==> src/rtl/bus_dom_guard_pkg.sv <==
package bus_dom_guard_pkg;

    typedef enum logic [1:0] {
        ST_IDLE    = 2'd0,
        ST_TIMING  = 2'd1,
        ST_TRIPPED = 2'd2
    } guard_state_t;

endpackage

==> src/rtl/dom_run_timer.sv <==
module dom_run_timer #(
    parameter int unsigned LIMIT_CYCLES = 2500000
) (
    input  logic clk,
    input  logic rst_n,
    input  logic bus_rec,
    input  logic por_mode,
    output logic expired
);
    localparam int unsigned CNT_W = $clog2(LIMIT_CYCLES + 1);
    localparam logic [CNT_W-1:0] CNT_MAX = CNT_W'(LIMIT_CYCLES);

    logic [CNT_W-1:0] cnt_q;

    always_ff @(posedge clk or negedge rst_n) begin
        if (!rst_n) begin
            cnt_q <= '0;
        end else if (bus_rec || por_mode) begin
            cnt_q <= '0;
        end else if (cnt_q != CNT_MAX) begin
            cnt_q <= cnt_q + CNT_W'(1);
        end
    end

    assign expired = (cnt_q == CNT_MAX);

    // the counter holds at the limit during a long dominant run
    assert_saturate_R7: assert property (@(posedge clk) disable iff (!rst_n)
        (expired && !bus_rec && !por_mode) |=> expired);

    // a recessive sample or reset mode empties the counter
    assert_count_clear_R5: assert property (@(posedge clk) disable iff (!rst_n)
        (bus_rec || por_mode) |=> (cnt_q == '0));

endmodule

==> src/rtl/dom_guard_fsm.sv <==
module dom_guard_fsm
    import bus_dom_guard_pkg::*;
(
    input  logic clk,
    input  logic rst_n,
    input  logic bus_rec,
    input  logic por_mode,
    input  logic expired,
    output logic tx_disable,
    output logic rx_force_rec,
    output logic pullup_off,
    output logic fault
);
    guard_state_t state_q, state_d;

    always_comb begin
        state_d = state_q;
        if (por_mode || bus_rec) begin
            state_d = ST_IDLE;
        end else begin
            unique case (state_q)
                ST_IDLE:    state_d = ST_TIMING;
                ST_TIMING:  state_d = expired ? ST_TRIPPED : ST_TIMING;
                ST_TRIPPED: state_d = ST_TRIPPED;
                default:    state_d = ST_IDLE;
            endcase
        end
    end

    always_ff @(posedge clk or negedge rst_n) begin
        if (!rst_n) begin
            state_q <= ST_IDLE;
        end else begin
            state_q <= state_d;
        end
    end

    always_comb begin
        tx_disable   = 1'b0;
        rx_force_rec = 1'b0;
        pullup_off   = 1'b0;
        fault        = 1'b0;
        unique case (state_q)
            ST_IDLE, ST_TIMING: ;
            ST_TRIPPED: begin
                tx_disable   = 1'b1;
                rx_force_rec = 1'b1;
                pullup_off   = 1'b1;
                fault        = 1'b1;
            end
            default: ;
        endcase
    end

    // a trip is only entered after the timer has expired
    assert_trip_after_expiry_R1: assert property (@(posedge clk) disable iff (!rst_n)
        $rose(fault) |-> $past(expired));

    // the trip holds while the bus stays dominant outside reset mode
    assert_trip_hold_R4: assert property (@(posedge clk) disable iff (!rst_n)
        (fault && !bus_rec && !por_mode) |=> fault);

    // a recessive sample releases the shutdown
    assert_recessive_clear_R5: assert property (@(posedge clk) disable iff (!rst_n)
        bus_rec |=> !tx_disable);

    // reset mode forces the idle state
    assert_por_clear_R6: assert property (@(posedge clk) disable iff (!rst_n)
        por_mode |=> (state_q == ST_IDLE));

endmodule

==> src/rtl/bus_dom_guard.sv <==
module bus_dom_guard #(
    parameter int unsigned LIMIT_CYCLES = 2500000
) (
    input  logic clk,
    input  logic rst_n,
    input  logic bus_level_i,
    input  logic por_mode_i,
    output logic tx_disable_o,
    output logic rx_force_rec_o,
    output logic pullup_off_o,
    output logic fault_o
);
    logic expired;

    dom_run_timer #(.LIMIT_CYCLES(LIMIT_CYCLES)) u_timer (
        .clk      (clk),
        .rst_n    (rst_n),
        .bus_rec  (bus_level_i),
        .por_mode (por_mode_i),
        .expired  (expired)
    );

    dom_guard_fsm u_fsm (
        .clk          (clk),
        .rst_n        (rst_n),
        .bus_rec      (bus_level_i),
        .por_mode     (por_mode_i),
        .expired      (expired),
        .tx_disable   (tx_disable_o),
        .rx_force_rec (rx_force_rec_o),
        .pullup_off   (pullup_off_o),
        .fault        (fault_o)
    );

    // an expired timer with the bus still dominant shuts the driver off
    assert_expire_trips_R1: assert property (@(posedge clk) disable iff (!rst_n)
        (expired && !bus_level_i && !por_mode_i) |=> (tx_disable_o && pullup_off_o));

    // the protective outputs always move together
    assert_outputs_agree_R3: assert property (@(posedge clk) disable iff (!rst_n)
        (tx_disable_o == fault_o) && (rx_force_rec_o == fault_o) && (pullup_off_o == fault_o));

endmodule

==> config.mk <==
export PLATFORM = sky130hd
export DESIGN_NAME = bus_dom_guard
export DESIGN_NICKNAME = d
export VERILOG_FILES = /design/src/rtl/bus_dom_guard_pkg.sv /design/src/rtl/dom_run_timer.sv /design/src/rtl/dom_guard_fsm.sv /design/src/rtl/bus_dom_guard.sv
export SDC_FILE = /design/constraint.sdc
export NUM_CORES = 1
export LEC_CHECK = 0
export ABC_CLOCK_PERIOD_IN_PS = 1400
export CAP_MARGIN = 20
export CORE_MARGIN = 4
export CORE_UTILIZATION = 52
export DETAILED_ROUTE_END_ITERATION = 10
export GPL_ROUTABILITY_DRIVEN = 0
export PLACE_DENSITY_LB_ADDON = 0.2
export SYNTH_ARGS = -nofsm -noshare
export SYNTH_HDL_FRONTEND = slang
export SYNTH_HIERARCHICAL = 1
export SYNTH_SLANG_ARGS = --single-unit
==> constraint.sdc <==
create_clock -name clk -period 1.4 [get_ports clk]
set_input_delay 0.35 -clock clk [delete_from_list [all_inputs] [get_ports clk]]
set_output_delay 0.35 -clock clk [all_outputs]
set_load 0.05 [all_outputs]
==> results.yml, run 1 <==
critical_path:
  crit_slowest_cell: "or4_4"
  r2r_setup_slack_ns: -0.25
  critical_path.endpoint: "u_timer/cnt_q[1]"
  cp.arrival_ns: 1.92
  r2r.worst_path.cells: 5
  slowest_delay_ns: 0.44
  path_max_fanout: 6
  crit_type: "register to register"
  worstSetupStartpoint: "u_timer/cnt_q[14]"
  reg2reg_from: "u_timer/cnt_q[14]"
  start_kind: "register"
  required_ns: 1.67
  critPathCaptureType: "register"
  crit_chain: "nor4_2 > buf_4 > nand3_4 > or4_4 > a21oi_2"
  rr_endpoint: "u_timer/cnt_q[1]"
sta:
  period_minus_slack_ns: 1.654
  setup_viol_count_final: 21
  max_clock_freq_mhz: 604.6
  skew_ns: 0.01482
  maxSlewViolCount: 0
  layout_setup_ws_ns: -0.2539
  hold_viol: 0
  slew_headroom_pct: 74.71
  period_share_pct: 118.1
  rsz0062_at_grt: "true"
  tightestPinTransition_ns: 0.3745
logic_synthesis:
  synthTopCellsByArea: "dfrtp_1, xor2_1, nor2_1, a21oi_1, and4_1"
  synth_compound_area_share_pct: 10.63
  synth_cells: 135
  avgSynthCellArea_sq_um: 9.935
  synth_common_cells: "dfrtp_1, nor2_1, xor2_1"
  synth-adder-area-share_pct: 1.866
  netlist.area_leader.share_pct: 44.78
  synth.most_common_cell: "dfrtp_1"
  synth-edff-count: 0
  synth_ff_type: "dfrtp_1"
  synth-seq-area-share_pct: 44.78
  synth_area_leader_cell: "dfrtp_1"
  synth_xor_area_share_pct: 7.183
  synth_top_family_by_area: "simple AND/OR/NAND/NOR gates"
  synth_nets: 141
  synth_area_sq_mm: 0.001341
  synth_cell_types: 37
  synth.mux.area_fraction_pct: 0
  synth-simple-area-share_pct: 31.16
  yosys_register_bits: 24
  yosys_warnings: 6
  synth-async-reset-ratio_pct: 100.0
layout:
  final_area_sq_mm: 0.002018
  final_layout_size_suffix_gt1_share_pct: 48.11
  syn2layout_area_growth_pct: 50.47
  antenna_cells: 0
  final_nets: 193
die:
  core_area_sq_mm: 0.002477
  fp.dieW_microns: 58.79
  pin_count: 8
  start_util_pct: 54.14
  std_cell_rows: 18
  dieArea_sq_mm: 0.003456
  die_y_microns: 58.79
clock_network:
  clk_latency_ns: 0.32
  numCtsBuffers: 3
  htreeDepth: 1
  tritoncts: "done"
  clock_path_buffers: 2
  clock_tree.root_cell: "clkbuf_4"
  path_clk_slew_ns: 0.13
  clock-sinks: 24
  cts_hold_buffers: 0
grt:
  grt_pass1_vias: 1277
  grtUsageTotal_pct: 22.28
  gr-total-overflow: 0
  grt_first_pass_wirelength_microns: 5789
  grt_max_degree: 25
  antenna_found_initial: 0
drt:
  ant_nets: 0
  viasPerCell: 5.949
  drt_iter0_drc: 50
  wl_per_cell_microns: 17.25
  vias: 1279
  finalWirelength_microns: 3709
  route.detailed.drc: 0
  drt-pass1-iter-count: 4
power:
  pwr-share-clk_pct: 28.0
  p_switching_w: 0.0002489
  power_density_mw_per_mm2: 537.3
  p_sw_share_pct: 22.95
  internal-power_w: 0.0008355
  p_leak_nw: 0.8886
  combinationalPowerShare_pct: 7.3
  seq_power_share_pct: 64.7
  finalPower_w: 0.001084
  ir_drop_mv: 0.6637
hold_path:
  hold_path.class: "input port to asynchronous set/reset pin"
place:
  io_buffers: 7
  dpl_cell_area_sq_mm: 0.001764
  dp_hpwl_microns: 2417
status:
  violations: "setup timing"
  status: "finished, violations left"
run:
  cap_viol_max_count: 0
per-stage QoR:
step | cells | setup slack [ns] | hold slack [ns] | TNS (ns) | util, %
finish | 215 | -0.2539 | 0.3555 | -2.736 | 81.46
global route | 215 | -0.3350 | 0.3596 | -4.147 | 81.46
CTS | 210 | -0.1762 | 0.3525 | -1.988 | 76.46
detailed placement | 202 | -0.1856 | 0.4709 | -2.681 | 71.21
global placement | 202 | -0.1541 | 0.4577 | -1.968 | 71.21
floorplan | 135 | -0.09922 | 0.05441 | -0.3997 | -
cell usage in the layout (no fill, tap or decap), types with 3 or more instances in the layout:
cell,instances
a21oi_1,4
a21oi_2,5
and3_1,3
and4_4,3
buf_12,6
buf_4,38
buf_6,8
clkbuf_4,3
clkdlybuf4s50_1,3
dfrtp_1,24
inv_1,4
nand2_1,5
nand3_1,3
nand4_1,5
nand4_4,3
nor2_1,13
nor4_2,3
o21ai_0,5
or3_1,3
or4_4,3
xor2_1,9
power groups by stage:
stage	combinational, W	clock (W)	sequential [W]
final	0.0000791	0.000304	0.000702
after global routing	0.0000869	0.000347	0.000702
after CTS	0.0000704	0.000318	0.000701
after detailed placement	0.0000655	0	0.000715
after global placement	0.0000646	0	0.000715
after floorplan	0.0000198	0	0.000715
state kept, by name, indices dropped and copies added (netlist names):
register	flops
u_fsm/state_q	2
u_timer/cnt_q	22
kinds of logic after synthesis:
kind of cell / Yosys count
simple gates: 64
flops: 24
buf+inv: 12
xor+xnor: 11
fa+ha+maj: 2
compound gates: 22
repair_timing:
action | 4_1_cts | 5_1_grt
endpoints found under the setup margin | 21 | 22
setup buffers | 5 | 5
gates resized for setup | 16 | 18
pin swaps | 6 | 6
worst max-delay path, delay by kind of cell (launching register included):
| kind | cells | cell delay [ns] |
|---|---|---|
| AO/OA/AOI/OAI | 1 | 0.14 |
| AND/OR/NAND/NOR | 3 | 0.87 |
| flip-flops | 1 | 0.42 |
| buffers and inverters | 1 | 0.18 |
worst min-delay path by stage:
stage                     start                 to  slack (ns)  cells past startpoint
2_1_floorplan             rst_n   u_fsm/state_q[0]        0.05                      0
3_3_place_gp   u_fsm/state_q[1]   u_fsm/state_q[0]        0.46                      1
3_5_place_dp   u_fsm/state_q[1]   u_fsm/state_q[0]        0.47                      1
4_1_cts                   rst_n  u_timer/cnt_q[16]        0.35                      2
5_1_grt                   rst_n  u_timer/cnt_q[16]        0.36                      2
6_report                  rst_n  u_timer/cnt_q[16]        0.36                      2
per-layer routing:
layer	up-vias	part of all wire (%)	global-route usage [%]
li1	594	-	-
met1	647	41	27.26
met2	29	53	38.64
met3	9	3.8	3.947
met4	0	2.3	8.738
met5	-	0	0
cell type report:
| type | instances | area [sq um] |
|---|---|---|
| multi-input cells | 99 | 817.0 |
| fillers | 137 | 459.2 |
| repair buffers | 55 | 525.5 |
| well taps | 30 | 37.54 |
| flip-flops and latches | 24 | 600.6 |
| inverters | 4 | 15.01 |
| clock buffers | 3 | 22.52 |
Note: power is estimated with default switching activity, not from simulation.
==> run 2, diff against run 1 <==
- GPL_ROUTABILITY_DRIVEN: 0 -> unset
- SKIP_LAST_GASP: unset -> 1
==> run 2 against run 1 <==
- the run still ends with setup timing left
- via count is 2.0% higher
- final cell count is 1.4% higher
- maximum frequency increased by 2.5%
- clock-buffer cell count unchanged
- worst hold slack got worse by 0.0031 ns
- combinational power barely moved
- first-iteration DRC count rose by 34%
- largest power group unchanged
- non-clock buffer count up 3
- power hardly changed
- core utilization up 0.15 points
==> results.yml, run 2 (synthesis gave the netlist of run 1 again) <==
layout:
  final_layout_size_suffix_gt1_share_pct: 48.40
  largest_registers: "u_timer/cnt_q (22), u_fsm/state_q (2)"
  layout_common_cells: "buf_4, dfrtp_1, nor2_1, xor2_1"
  largest_register_ff_count: 22
  syn2layout_area_growth_pct: 50.75
  antenna_cells: 0
  final_nets: 196
  top_register: "u_timer/cnt_q"
  final_common_cell: "buf_4"
clock_network:
  tritoncts: "done"
  numCtsBuffers: 3
  path_clk_slew_ns: 0.13
  htreeDepth: 1
  clock-sinks: 24
  clock_path_buffers: 2
  clk_latency_ns: 0.32
  clock_tree.root_cell: "clkbuf_4"
place:
  dp_hpwl_microns: 2417
  pre_cts_slack_ns: -0.1856
  gp_congestion: 0.8889
  io_buffers: 7
drt:
  route.detailed.drc: 0
  ant_nets: 0
  finalWirelength_microns: 3824
  drt-pass1-iter-count: 4
  vias: 1304
  drt_iter0_drc: 67
  viasPerCell: 5.982
  wl_per_cell_microns: 17.54
grt:
  gr-total-overflow: 0
  grtUsageTotal_pct: 22.38
  grt_pass1_vias: 1277
  grt_first_pass_wirelength_microns: 5816
  grt_max_degree: 25
  antenna_found_initial: 0
sta:
  skew_ns: 0.01263
  tightestPinTransition_ns: 0.3848
  period_share_pct: 115.2
  maxSlewViolCount: 0
  setup_viol_count_final: 22
  whs_ns: 0.3524
  layout_setup_ws_ns: -0.2133
  max_clock_freq_mhz: 619.8
  rsz0062_at_grt: "true"
  period_minus_slack_ns: 1.613
  hold_viol: 0
  slew_headroom_pct: 74.02
power:
  power_density_mw_per_mm2: 536.6
  ir_drop_mv: 0.6628
  p_leak_nw: 0.8942
critical_path:
  start_kind: "register"
  slowest_delay_ns: 0.51
  crit_slowest_cell: "or4_4"
  path_max_fanout: 5
  crit_type: "register to register"
  critical_path.endpoint: "u_timer/cnt_q[1]"
  critPathCaptureType: "register"
  rr_endpoint: "u_timer/cnt_q[1]"
  cp.arrival_ns: 1.88
  required_ns: 1.67
  r2r.worst_path.cells: 4
  worstSetupStartpoint: "u_timer/cnt_q[12]"
  reg2reg_from: "u_timer/cnt_q[12]"
  crit_chain: "nor4b_4 > nand3_2 > or4_4 > a21oi_2"
  r2r_setup_slack_ns: -0.21
die:
  std_cell_rows: 18
  dieArea_sq_mm: 0.003456
  fp.dieW_microns: 58.79
  core_area_sq_mm: 0.002477
  die_y_microns: 58.79
  pin_count: 8
  start_util_pct: 54.14
status:
  violations: "setup timing"
  status: "finished, violations left"
run:
  cap_viol_max_count: 0
hold_path:
  hold_path.class: "input port to asynchronous set/reset pin"
run 2: cell count changes in the layout (fill, tap and decap cells not counted):
| cell | previous run | this run |
|---|---|---|
| buf_6 | 8 | 6 |
| buf_4 | 38 | 43 |
| nand4_2 | 0 | 1 |
| nand4_4 | 3 | 2 |
| nand2_1 | 5 | 6 |
| nand2_2 | 1 | 0 |
run 2: metal layers:
| metal | part of all wire [%] | global-route usage, % | vias to the layer above |
|---|---|---|---|
| li1 | - | - | 602 |
| met1 | 42 | 27.54 | 658 |
| met2 | 52 | 38.64 | 37 |
| met3 | 4.1 | 3.947 | 7 |
| met4 | 1.9 | 8.738 | 0 |
| met5 | 0 | 0 | - |
run 2: timing repair:
action                                  in CTS  in global routing
buffers inserted                             5                  8
pin swaps                                    6                  7
endpoints found under the setup margin      21                 22
hold buffers                                 0                  0
gates resized for setup                     14                 16
run 2: worst min-delay path by stage:
stage | endpoint | from | cells past startpoint
after floorplan | u_fsm/state_q[0] | rst_n | 0
after global placement | u_fsm/state_q[0] | u_fsm/state_q[1] | 1
after detailed placement | u_fsm/state_q[0] | u_fsm/state_q[1] | 1
after CTS | u_timer/cnt_q[16] | rst_n | 2
after global routing | u_timer/cnt_q[16] | rst_n | 2
final | u_timer/cnt_q[16] | rst_n | 2
run 2: report_power, final:
part           total (W)  internal, W  switching [W]
Sequential      0.000702     0.000697     0.00000465
Combinational  0.0000794    0.0000373      0.0000421
Clock           0.000304     0.000101       0.000203
Total            0.00109     0.000836       0.000249
run 2: final cells by class:
cell class / instances / area, sq um
fill: 140 / 455.4
multi-input combinational: 99 / 805.8
tap: 30 / 37.54
sequential: 24 / 600.6
timing repair buffer: 58 / 540.5
inverter: 4 / 15.01
clock buffer: 3 / 22.52
run 2: metrics by stage:
stage               std cells  TNS, ns  area [sq um]  power (W)  utilization [%]
floorplan                 135  -0.3997          1371  0.0007346                -
global placement          202   -1.968          1764  0.0007793            71.21
detailed placement        202   -2.681          1764  0.0007808            71.21
CTS                       210   -2.017          1882   0.001089            75.96
global route              218   -4.073          2022   0.001142            81.62
finish                    218   -2.803          2022   0.001085            81.62
run 2: critical path: cells and delay by family, from the launching register on:
family,cells,cell delay (ns)
compound gates,1,0.12
flops,1,0.45
simple gates,3,1.00
